File: config.mk
export PLATFORM = sky130hd
export DESIGN_NAME = sd_cmd_tx
export DESIGN_NICKNAME = d
export VERILOG_FILES = /design/src/rtl/sd_cmd_pkg.sv /design/src/rtl/sd_crc7_calc.sv /design/src/rtl/sd_cardclk_gen.sv /design/src/rtl/sd_frame_shifter.sv /design/src/rtl/sd_cmd_tx.sv
export SDC_FILE = /design/constraint.sdc
export NUM_CORES = 1
export LEC_CHECK = 0
export CORE_ASPECT_RATIO = 0.7
export CORE_MARGIN = 2
export CORE_UTILIZATION = 40
export DETAILED_ROUTE_END_ITERATION = 16
export PLACE_DENSITY = 0.6
export SYNTH_ARGS = -nofsm -noshare
export SYNTH_HDL_FRONTEND = slang
export SYNTH_SLANG_ARGS = --single-unit
File: constraint.sdc
create_clock -name clk_i -period 2.1 [get_ports clk_i]
set_clock_uncertainty 0.1 [all_clocks]
set_input_delay 0.63 -clock clk_i [delete_from_list [all_inputs] [get_ports clk_i]]
set_output_delay 0.63 -clock clk_i [all_outputs]
set_load 0.02 [all_outputs]
File: src/rtl/sd_cmd_pkg.sv
package sd_cmd_pkg;
  localparam int unsigned IDX_W     = 6;
  localparam int unsigned ARG_W     = 32;
  localparam int unsigned CRC_W     = 7;
  localparam int unsigned BODY_W    = 2 + IDX_W + ARG_W;
  localparam int unsigned FRAME_W   = BODY_W + CRC_W + 1;
  localparam int unsigned BIT_CNT_W = $clog2(FRAME_W);
  localparam logic [CRC_W-1:0] CRC_POLY = 7'h09;
endpackage

File: src/rtl/sd_crc7_calc.sv
module sd_crc7_calc
  import sd_cmd_pkg::*;
#(
  parameter int unsigned DATA_W = BODY_W
) (
  input  logic [DATA_W-1:0] data_i,
  output logic [CRC_W-1:0]  crc_o
);
  // Parallel form of the serial LFSR, unrolled over every input bit.
  always_comb begin
    logic [CRC_W-1:0] acc;
    logic             fb;
    acc = '0;
    for (int i = DATA_W - 1; i >= 0; i--) begin
      fb  = data_i[i] ^ acc[CRC_W-1];
      acc = {acc[CRC_W-2:0], 1'b0};
      if (fb) acc = acc ^ CRC_POLY;
    end
    crc_o = acc;
  end
endmodule

File: src/rtl/sd_cardclk_gen.sv
module sd_cardclk_gen #(
  parameter int unsigned DIV_W = 8
) (
  input  logic             clk_i,
  input  logic             rst_ni,
  input  logic             run_i,
  input  logic [DIV_W-1:0] div_i,
  output logic             tick_o,
  output logic             sd_clk_o
);
  logic [DIV_W-1:0] cnt_q, cnt_d;
  logic             div_clk_q, div_clk_d;
  logic [DIV_W:0]   half_w;
  logic             fast_clk;

  // The high phase starts at ceil((D+1)/2) within each period.
  assign half_w = {1'b0, div_i >> 1} + (DIV_W+1)'(1);
  assign tick_o = run_i && (cnt_q == div_i);

  always_comb begin
    cnt_d = cnt_q;
    if (!run_i)             cnt_d = '0;
    else if (cnt_q == div_i) cnt_d = '0;
    else                    cnt_d = cnt_q + DIV_W'(1);
    div_clk_d = run_i && ({1'b0, cnt_d} >= half_w);
  end

  always_ff @(posedge clk_i or negedge rst_ni) begin
    if (!rst_ni) begin
      cnt_q     <= '0;
      div_clk_q <= 1'b0;
    end else begin
      cnt_q     <= cnt_d;
      div_clk_q <= div_clk_d;
    end
  end

  // Full-rate path: run_i changes at the rising engine edge, while ~clk_i is
  // already low, so the gate cannot glitch.
  assign fast_clk = ~clk_i & run_i;
  assign sd_clk_o = (div_i == '0) ? fast_clk : div_clk_q;

  AST_IDLE_CLK_LOW: assert property (@(posedge clk_i) disable iff (!rst_ni)
    !run_i |=> !div_clk_q);
  AST_TICK_ONCE_PER_PERIOD: assert property (@(posedge clk_i) disable iff (!rst_ni)
    (tick_o && div_i != '0) |=> !tick_o);
endmodule

File: src/rtl/sd_frame_shifter.sv
module sd_frame_shifter
  import sd_cmd_pkg::*;
(
  input  logic               clk_i,
  input  logic               rst_ni,
  input  logic               go_i,
  input  logic               tick_i,
  input  logic [FRAME_W-1:0] frame_i,
  output logic               busy_o,
  output logic               cmd_o,
  output logic               oe_o
);
  localparam logic [BIT_CNT_W-1:0] LAST_BIT = BIT_CNT_W'(FRAME_W - 1);

  logic [FRAME_W-1:0]   sh_q, sh_d;
  logic [BIT_CNT_W-1:0] bit_q, bit_d;
  logic                 busy_q, busy_d;
  logic                 accept;

  assign accept = go_i && !busy_q;

  always_comb begin
    sh_d   = sh_q;
    bit_d  = bit_q;
    busy_d = busy_q;
    if (accept) begin
      sh_d   = frame_i;
      bit_d  = '0;
      busy_d = 1'b1;
    end else if (busy_q && tick_i) begin
      if (bit_q == LAST_BIT) begin
        busy_d = 1'b0;
        bit_d  = '0;
      end else begin
        sh_d  = {sh_q[FRAME_W-2:0], 1'b1};
        bit_d = bit_q + BIT_CNT_W'(1);
      end
    end
  end

  always_ff @(posedge clk_i or negedge rst_ni) begin
    if (!rst_ni) begin
      sh_q   <= '1;
      bit_q  <= '0;
      busy_q <= 1'b0;
    end else begin
      sh_q   <= sh_d;
      bit_q  <= bit_d;
      busy_q <= busy_d;
    end
  end

  assign busy_o = busy_q;
  assign oe_o   = busy_q;
  assign cmd_o  = busy_q ? sh_q[FRAME_W-1] : 1'b1;

  AST_START_BIT_LOW: assert property (@(posedge clk_i) disable iff (!rst_ni)
    $rose(busy_q) |-> !cmd_o);
  AST_END_BIT_HIGH: assert property (@(posedge clk_i) disable iff (!rst_ni)
    (busy_q && bit_q == LAST_BIT) |-> cmd_o);
  AST_SELF_CLEAR: assert property (@(posedge clk_i) disable iff (!rst_ni)
    $fell(busy_q) |-> ($past(bit_q) == LAST_BIT && $past(tick_i)));
endmodule

File: src/rtl/sd_cmd_tx.sv
module sd_cmd_tx
  import sd_cmd_pkg::*;
#(
  parameter int unsigned DIV_W = 8
) (
  input  logic             clk_i,
  input  logic             rst_ni,
  input  logic [5:0]       cmd_idx_i,
  input  logic [31:0]      cmd_arg_i,
  input  logic [DIV_W-1:0] clk_div_i,
  input  logic             cmd_go_i,
  output logic             cmd_busy_o,
  output logic             sd_clk_o,
  output logic             sd_cmd_o,
  output logic             sd_cmd_oe_o
);
  logic               rst_s1_q, rst_s2_q, rst_n;
  logic [BODY_W-1:0]  body;
  logic [CRC_W-1:0]   crc;
  logic [FRAME_W-1:0] frame;
  logic [DIV_W-1:0]   div_q, div_d;
  logic               busy, tick, accept;

  // Asynchronous assert, synchronous release.
  always_ff @(posedge clk_i or negedge rst_ni) begin
    if (!rst_ni) begin
      rst_s1_q <= 1'b0;
      rst_s2_q <= 1'b0;
    end else begin
      rst_s1_q <= 1'b1;
      rst_s2_q <= rst_s1_q;
    end
  end
  assign rst_n = rst_s2_q;

  assign body  = {1'b0, 1'b1, cmd_idx_i, cmd_arg_i};
  assign frame = {body, crc, 1'b1};

  sd_crc7_calc #(.DATA_W(BODY_W)) i_crc (
    .data_i (body),
    .crc_o  (crc)
  );

  assign accept = cmd_go_i && !busy;

  always_comb begin
    div_d = div_q;
    if (accept) div_d = clk_div_i;
  end

  always_ff @(posedge clk_i or negedge rst_n) begin
    if (!rst_n) div_q <= '0;
    else        div_q <= div_d;
  end

  sd_cardclk_gen #(.DIV_W(DIV_W)) i_clkgen (
    .clk_i    (clk_i),
    .rst_ni   (rst_n),
    .run_i    (busy),
    .div_i    (div_q),
    .tick_o   (tick),
    .sd_clk_o (sd_clk_o)
  );

  sd_frame_shifter i_shift (
    .clk_i   (clk_i),
    .rst_ni  (rst_n),
    .go_i    (cmd_go_i),
    .tick_i  (tick),
    .frame_i (frame),
    .busy_o  (busy),
    .cmd_o   (sd_cmd_o),
    .oe_o    (sd_cmd_oe_o)
  );

  assign cmd_busy_o = busy;

  AST_DIV_HELD: assert property (@(posedge clk_i) disable iff (!rst_n)
    (busy && cmd_go_i) |=> $stable(div_q));
  AST_CMD_MOVES_ON_FALL: assert property (@(posedge clk_i) disable iff (!rst_n)
    (div_q != '0 && !$stable(sd_cmd_o)) |-> !sd_clk_o);
  AST_OE_RELEASED_HIGH: assert property (@(posedge clk_i) disable iff (!rst_n)
    $fell(sd_cmd_oe_o) |-> sd_cmd_o);
endmodule

# --- Yosys cells after proc, flatten, opt, wreduce, memory -nomap -nowiden ---
# Index checks and enable logic that the tools add are counted.
# W data, S select, Z words.
op_classes:
  n_addsub: 3
  magnitude_cmp: 1
  eq_ne: 3
  mux: 51
  n_bitwise: 76
  reduce_logical: 10
op_table:
  columns: ["op", "n"]
  rows:
  - ["$mux W4", 38]
  - ["$mux W48", 3]
  - ["$not A2 Y2", 37]
  - ["$xor A1 B1 Y1", 34]
  - ["$mux W6", 3]
  - ["$mux W8", 2]
  - ["$ge A8 B9 Y1", 1]
  - ["$add A7 B1 Y8 const B", 1]
  - ["$add A8 B1 Y8 const B", 1]
  - ["$eq A8 B8 Y1", 1]
  - ["$logic_not A8 Y1", 1]
  - ["$add A6 B1 Y6 const B", 1]
  - ["$eq A6 B6 Y1 const B", 1]
  - ["$mux W1", 5]
  - ["$logic_and A1 B1 Y1", 4]
  - ["$reduce_and A2 Y1", 2]
  - ["$reduce_bool A2 Y1", 2]
  - ["$xor A1 B1 Y1 const B", 3]
  - ["$ne A2 B2 Y1 const B", 1]
  - ["$and A1 B1 Y1", 1]
  - ["$logic_not A1 Y1", 1]
  - ["$not A1 Y1", 1]
totals:
  regBits: 74
  out_inout_bits: 4

# --- Depth between registers and ports, before layout ---
# Gate-level depths: netlist (run 1).
logic_depth:
  depth_word: 76
  depth_mapped: 15

# --- Hierarchy ---
# From an unflattened synthesis (run 1), not the netlist that was laid out.
hier_totals:
  hier_cells: 427
  area_unflattened_um2: 4753.3
modules_own_cells:
  columns: ["module", "instances", "cells_each", "area_per_inst_um2", "seq_area_each_um2"]
  rows:
  - ["sd_frame_shifter", 1, 258, 2570.0, 1436.4]
  - ["sd_crc7_calc", 1, 60, 989.7, 0.0]
  - ["sd_cardclk_gen", 1, 87, 790.8, 225.2]
  - ["sd_cmd_tx", 1, 22, 402.9, 250.2]

==> results.yml, run 1 <==
yosys:
  ys_seq_area_share_pct: 45.9
  netlist_area_um2: 4110
  ys_types: 37
  syn_nets: 490
  syn_area_per_cell_um2: 9.56
  ys_ff_latch: 73
  syn-instance-count: 430
  yosysWarnings: 0
worst_setup_path:
  critPathLaunchType: "flop"
  r2r_slack_ps: -730
  crit_arrival_ps: 3080
  critPathKind: "reg -> reg"
  required_ps: 2350
  r2r-start: "i_clkgen.cnt_q[5]"
  endpoint_kind: "flop"
  cp_max_fo: 4
  reg2reg_depth: 14
  r2r_end: "i_clkgen.div_clk_q"
drt:
  via_count: 3598
  avgRoutedWirePerCell_um: 17.2
  ant_nets: 0
  vias_per_cell: 5.10
  wl_um: 12200
  route.detailed.drc: 0
  drtIter0Drc: 187
  firstDrtPassIters: 4
hold_path:
  hold_class: "reg -> async"
flow_run:
  maxCapViolCount: 0
pwr:
  ir_worst_vdd_mv: 0.623
  p_per_area_nw_per_um2: 1200
  p_leak_nw: 3.01
clock_tree:
  cts_tree: "done"
  hold_buffers: 0
  clock_latency_ps: 450
  clkTransAtPathRegs_ps: 60
timing:
  fin_crit_ps: 2830
  min_period_over_period_pct: 135
  hold_viol: 0
  holdWs_ps: 187
  max_freq_ghz: 0.353
  rsz0062_at_grt: "true"
  setup_violations: 2
  setup_ws_ps: -733
  report.final.slew_viol_count: 0
placement:
  gp_congestion: 0.836
  port_buffers: 52
  dp_cells: 665
  dp.final_hpwl_um: 7540
global_routing:
  antenna_found_initial: 0
  overflow: 0
  grt_max_degree: 72
  grt_usage_pct: 21.4
  grt_pass1_wl_um: 18200
  grt_pass1_vias: 3528
floorplan:
  dieArea_um2: 11100
  coreArea_um2: 9830
  num_rows: 30
  initial_core_util_pct: 41.8
  die_w_um: 125
  die_h_um: 88.8
  ios: 53
status:
  status: "finished, violations left"
  violations: "setup timing"
finish:
  layout_common_cells: "buf_4 (82), nand2_1 (56), dfstp_2 (47)"
  final_common_cell: "buf_4"
  fillers: 716
  area_growth_pct: 65.4
  drive_gt1_share_pct: 53.6
  finalNonFillerCells: 705
  antenna_cells: 0
  fin_nets: 632
synth_stat cells, drive strengths merged:
master | n | area, um^2
a22o | 1 | 8.76
conb | 1 | 3.75
o21ai | 14 | 70.1
and2 | 1 | 6.26
nor3 | 3 | 15.0
o31ai | 1 | 7.51
o211ai | 1 | 7.51
mux2i | 2 | 20.0
xnor2 | 66 | 601
a22oi | 40 | 300
or3b | 1 | 8.76
a21oi | 6 | 30.0
nand2 | 108 | 405
a21o | 7 | 52.6
nand3 | 10 | 50.1
dfrtp | 26 | 651
xor2 | 21 | 184
nand2b | 3 | 18.8
o41ai | 1 | 8.76
dfstp | 47 | 1230
nand4 | 4 | 25.0
inv | 6 | 22.5
nor2b | 2 | 12.5
xnor3 | 1 | 22.5
a211oi | 1 | 7.51
nor2 | 14 | 52.6
o22ai | 1 | 6.26
or2 | 1 | 6.26
clkbuf | 19 | 71.3
buf | 2 | 11.3
and3 | 5 | 31.3
a31oi | 1 | 6.26
ha | 11 | 138
or4 | 2 | 15.0
cell type report:
cell class                      count  area (um^2)  area share (%)
Tap cell                          128          160            2.36
Inverter                            6         22.5           0.331
Multi-Input combinational cell    330         2950            43.4
Clock buffer                       15          333            4.89
Sequential cell                    73         1890            27.7
Timing Repair Buffer              148         1370            20.1
Clock inverter                      5         77.6            1.14
worst max-delay path: stages, from the launching register on:
cell and delay [ps]:
dfrtp_1 390, xnor2_1 200, nand4_1 180, o21ai_2 270, or2_4 170, ha_4 180, nand2b_4 130, a21o_1 150
a21o_1 160, a21o_1 160, a21o_1 150, a21o_1 150, a21o_1 160, a21oi_2 110, nor2_1 60
worst max-delay path by stage:
stage / start / endpoint / slack, ps / depth (start not counted)
after CTS: div_q[7] / i_clkgen.div_clk_q / -760 / 14
final: i_clkgen.cnt_q[5] / i_clkgen.div_clk_q / -730 / 14
after floorplan: div_q[3] / i_clkgen.div_clk_q / -650 / 15
after detailed placement: cmd_arg_i[26] / i_shift.sh_q[1] / -830 / 9
after global placement: cmd_arg_i[26] / i_shift.sh_q[1] / -800 / 9
after global routing: i_clkgen.cnt_q[5] / i_clkgen.div_clk_q / -870 / 14
timing repair:
item | CTS | global route
gates cloned | 0 | 5
endpoints found under the setup margin | 45 | 54
pin swaps | 41 | 81
setup buffers | 13 | 5
resized for setup | 91 | 158
state kept, by name, summed over array words and instances, names as in the netlist:
| signal | count |
|---|---|
| i_shift.bit_q | 6 |
| rst_s1_q | 1 |
| div_q | 8 |
| i_clkgen.div_clk_q | 1 |
| i_clkgen.cnt_q | 8 |
| i_shift.busy_o | 1 |
| i_shift.sh_q | 47 |
| rst_n | 1 |
per-stage QoR:
step                power (mW)  TNS (ps)  utilization [%]  worst slack [ps]  area (um^2)
detailed placement        5.27     -6760             56.0              -829         5510
global route              8.65     -2960             69.1              -874         6800
CTS                       7.59     -1470             63.5              -763         6250
global placement          5.20     -6790             56.0              -802         5510
floorplan                 4.26     -1240                -              -651         4290
finish                    8.18     -1430             69.1              -733         6800
power by group:
| part | leakage (nW) | total (mW) | switching (mW) | internal [mW] |
|---|---|---|---|---|
| logic | 2.01 | 3.56 | 1.56 | 2.00 |
| registers | 0.795 | 2.59 | 0.427 | 2.17 |
| clock network | 0.207 | 2.03 | 0.671 | 1.36 |
kinds of logic after synthesis:
kind of cell	after synthesis	share of synthesized area (%)
simple gates	154	15.7
xor+xnor	88	19.6
compound gates	74	12.3
flops	73	45.9
buf+inv	27	2.56
fa+ha+maj	11	3.35
mux	2	0.487
other cells	1	0.0912
routing by layer:
| metal | share of wire (%) | wire [um] | up-vias | global-route usage (%) |
|---|---|---|---|---|
| met2 | 47 | 5710 | 66 | 31.3 |
| li1 | - | - | 1739 | - |
| met1 | 47 | 5760 | 1773 | 30.4 |
| met3 | 3.7 | 447 | 20 | 5.80 |
| met5 | 0 | 0 | - | 0 |
| met4 | 2.0 | 240 | 0 | 8.59 |
Power figures use the tool's default switching activity.
==> run 2: changes to the inputs <==
--- a/config.mk
+++ b/config.mk
@@ -5,11 +5,14 @@
 export SDC_FILE = /design/constraint.sdc
 export NUM_CORES = 1
 export LEC_CHECK = 0
+export CAP_MARGIN = 0
 export CORE_ASPECT_RATIO = 0.7
 export CORE_MARGIN = 2
 export CORE_UTILIZATION = 40
 export DETAILED_ROUTE_END_ITERATION = 16
 export PLACE_DENSITY = 0.6
+export SLEW_MARGIN = 40
 export SYNTH_ARGS = -nofsm -noshare
 export SYNTH_HDL_FRONTEND = slang
 export SYNTH_SLANG_ARGS = --single-unit
+export TNS_END_PERCENT = 100
==> results of run 2 <==
No change in the layout: final DEF, timing and power equal those of run 1.
==> run 3: changes to the inputs <==
--- a/config.mk
+++ b/config.mk
@@ -11,8 +11,8 @@
 export CORE_UTILIZATION = 40
 export DETAILED_ROUTE_END_ITERATION = 16
 export PLACE_DENSITY = 0.6
+export REMOVE_ABC_BUFFERS = 1
 export SLEW_MARGIN = 40
 export SYNTH_ARGS = -nofsm -noshare
 export SYNTH_HDL_FRONTEND = slang
 export SYNTH_SLANG_ARGS = --single-unit
-export TNS_END_PERCENT = 100
==> run 3 against run 2 <==
The run still ends with setup timing left. Setup slack better by 48 ps. Clock power up 11%. Register-to-register slack better by 50 ps. Sequential power down 4%. First-iteration DRC count up 41%. Clock-buffer cell count unchanged. Total power up 2.2%. Non-clock buffer count down 1. Via count up 1.8%. Design area down 4.9%. Flip-flop and latch count unchanged. Highest routed layer unchanged.
==> results.yml, run 3 (synthesized netlist as in run 1, its figures left out) <==
drt:
  ant_nets: 0
  avgRoutedWirePerCell_um: 17.3
  wl_um: 12200
  route.detailed.drc: 0
  via_count: 3661
  drtIter0Drc: 263
  firstDrtPassIters: 5
  vias_per_cell: 5.20
worst_setup_path:
  critPathLaunchType: "flop"
  cp_max_fo: 2
  required_ps: 2340
  crit_arrival_ps: 3020
  endpoint_kind: "flop"
  critPathKind: "reg -> reg"
global_routing:
  top_usage_layer: "met2"
  antenna_found_initial: 0
  use_met3_pct: 5.68
  met2_usage_pct: 34.4
  grt_pass1_wl_um: 18900
  grt_max_degree: 57
  grt_pass1_vias: 3681
  grt.met1_usage_pct: 30.4
  overflow: 0
  grt_usage_pct: 22.1
pwr:
  p_per_area_nw_per_um2: 1290
  p_leak_nw: 2.96
  p_total_mw: 8.36
  power_frac_seq_pct: 29.7
  p_sw_share_pct: 31.0
  switchingPower_mw: 2.59
  p_int_mw: 5.78
  p_clk_share_pct: 27.0
  power_frac_comb_pct: 43.2
  ir_worst_vdd_mv: 0.659
hold_path:
  hold_class: "in -> async"
floorplan:
  initial_core_util_pct: 41.8
  die_w_um: 125
  ios: 53
  num_rows: 30
  die_h_um: 88.8
  coreArea_um2: 9830
  dieArea_um2: 11100
clock_tree:
  clock_latency_ps: 440
  cts_tree: "done"
  clkTransAtPathRegs_ps: 60
finish:
  biggestRegsByFlops: "i_shift.sh_q x47, div_q x8, i_clkgen.cnt_q x8"
  area_growth_pct: 57.4
  drive_gt1_share_pct: 42.9
  antenna_cells: 0
  finalNonFillerCells: 704
  stdcell_area_um2: 6470
  layout_common_cells: "nand2_1 (108), buf_4 (84), dfstp_2 (47)"
  regMostFlops: "i_shift.sh_q"
  fin_nets: 631
  final_common_cell: "nand2_1"
  largest_reg_flops: 47
placement:
  port_buffers: 52
  gp_congestion: 0.832
  dp.final_hpwl_um: 7730
  dp_cells: 671
  pre_cts_ws_ps: -952
  placed_area_um2: 5390
timing:
  hold_viol: 0
  setup_ws_ps: -685
  fin_crit_ps: 2780
  rsz0062_at_grt: "true"
  max_freq_ghz: 0.359
  min_period_over_period_pct: 133
  report.final.slew_viol_count: 0
  setup_violations: 6
  finalSetupTns_ps: -1420
flow_run:
  maxCapViolCount: 0
status:
  status: "finished, violations left"
  violations: "setup timing"
## run 3: cell types whose count changed in the layout (fill, tap and decap cells not counted), sizes merged, moves of 2 or more
cell / previous run / this run
clkbuf: 30 / 23
dlygate4sd2: 5 / 9
bufinv: 2 / 4
dlymetal6s2s: 2 / 4
## run 3: per-layer routing
metal,vias to the layer above,routed length (um)
met2,118,5630
met1,1801,5800
li1,1728,-
met3,14,605
met4,0,123
met5,-,0
## run 3: final cells by class
cell class / count / area (um^2)
Timing Repair Buffer: 147 / 1300
Sequential cell: 73 / 1890
Clock buffer: 15 / 335
Clock inverter: 5 / 125
Fill cell: 725 / 3360
Multi-Input combinational cell: 330 / 2640
Tap cell: 128 / 160
Inverter: 6 / 22.5
## run 3: repair_timing
item                       4_1_cts  5_1_grt
setup buffers                    8        7
resized for setup              116       59
cloned                           0        1
hold buffers                     0        0
setup endpoints to repair       52       30
pin swaps                       53       54
## run 3: power by group through the flow
stage	clock (mW)	combinational, mW	sequential (mW)
6_report	2.26	3.62	2.49
5_1_grt	2.36	3.91	2.55
4_1_cts	2.31	3.30	2.46
3_5_place_dp	0.0390	2.78	2.47
3_3_place_gp	0.0390	2.74	2.45
2_1_floorplan	0.0205	1.69	2.44
## run 3: metrics by stage
step | hold slack (ps) | utilization, %
3_5_place_dp | 240 | 54.8
3_3_place_gp | 236 | 54.8
2_1_floorplan | 231 | -
6_report | 241 | 65.8
4_1_cts | 225 | 63.6
5_1_grt | 231 | 65.8
## run 3: path summary, 6_finish.rpt
check / to / startpoint / slack, ps / cells past startpoint
max: i_clkgen.div_clk_q / div_q[1] / -680 / 14
min: rst_s1_q / rst_ni / 240 / 1
max reg2reg: i_clkgen.div_clk_q / div_q[1] / -680 / 14
min reg2reg: rst_n / rst_s1_q / 250 / 0
max in group asynchronous: i_shift.sh_q[4] / rst_n / 1140 / 1
min in group clk_i: rst_n / rst_s1_q / 250 / 0
## run 3: worst max-delay path, cell delays in order (launching register included)
cell and delay, ps:
dfrtp_1 420, xnor2_1 190, nand4_1 220, o21ai_2 210, or2_4 150, ha_4 190
nand2b_4 130, a21o_1 150, a21o_1 150, a21o_1 150, a21o_1 150, a21o_1 160
a21o_1 160, a21oi_2 110, nor2_1 50
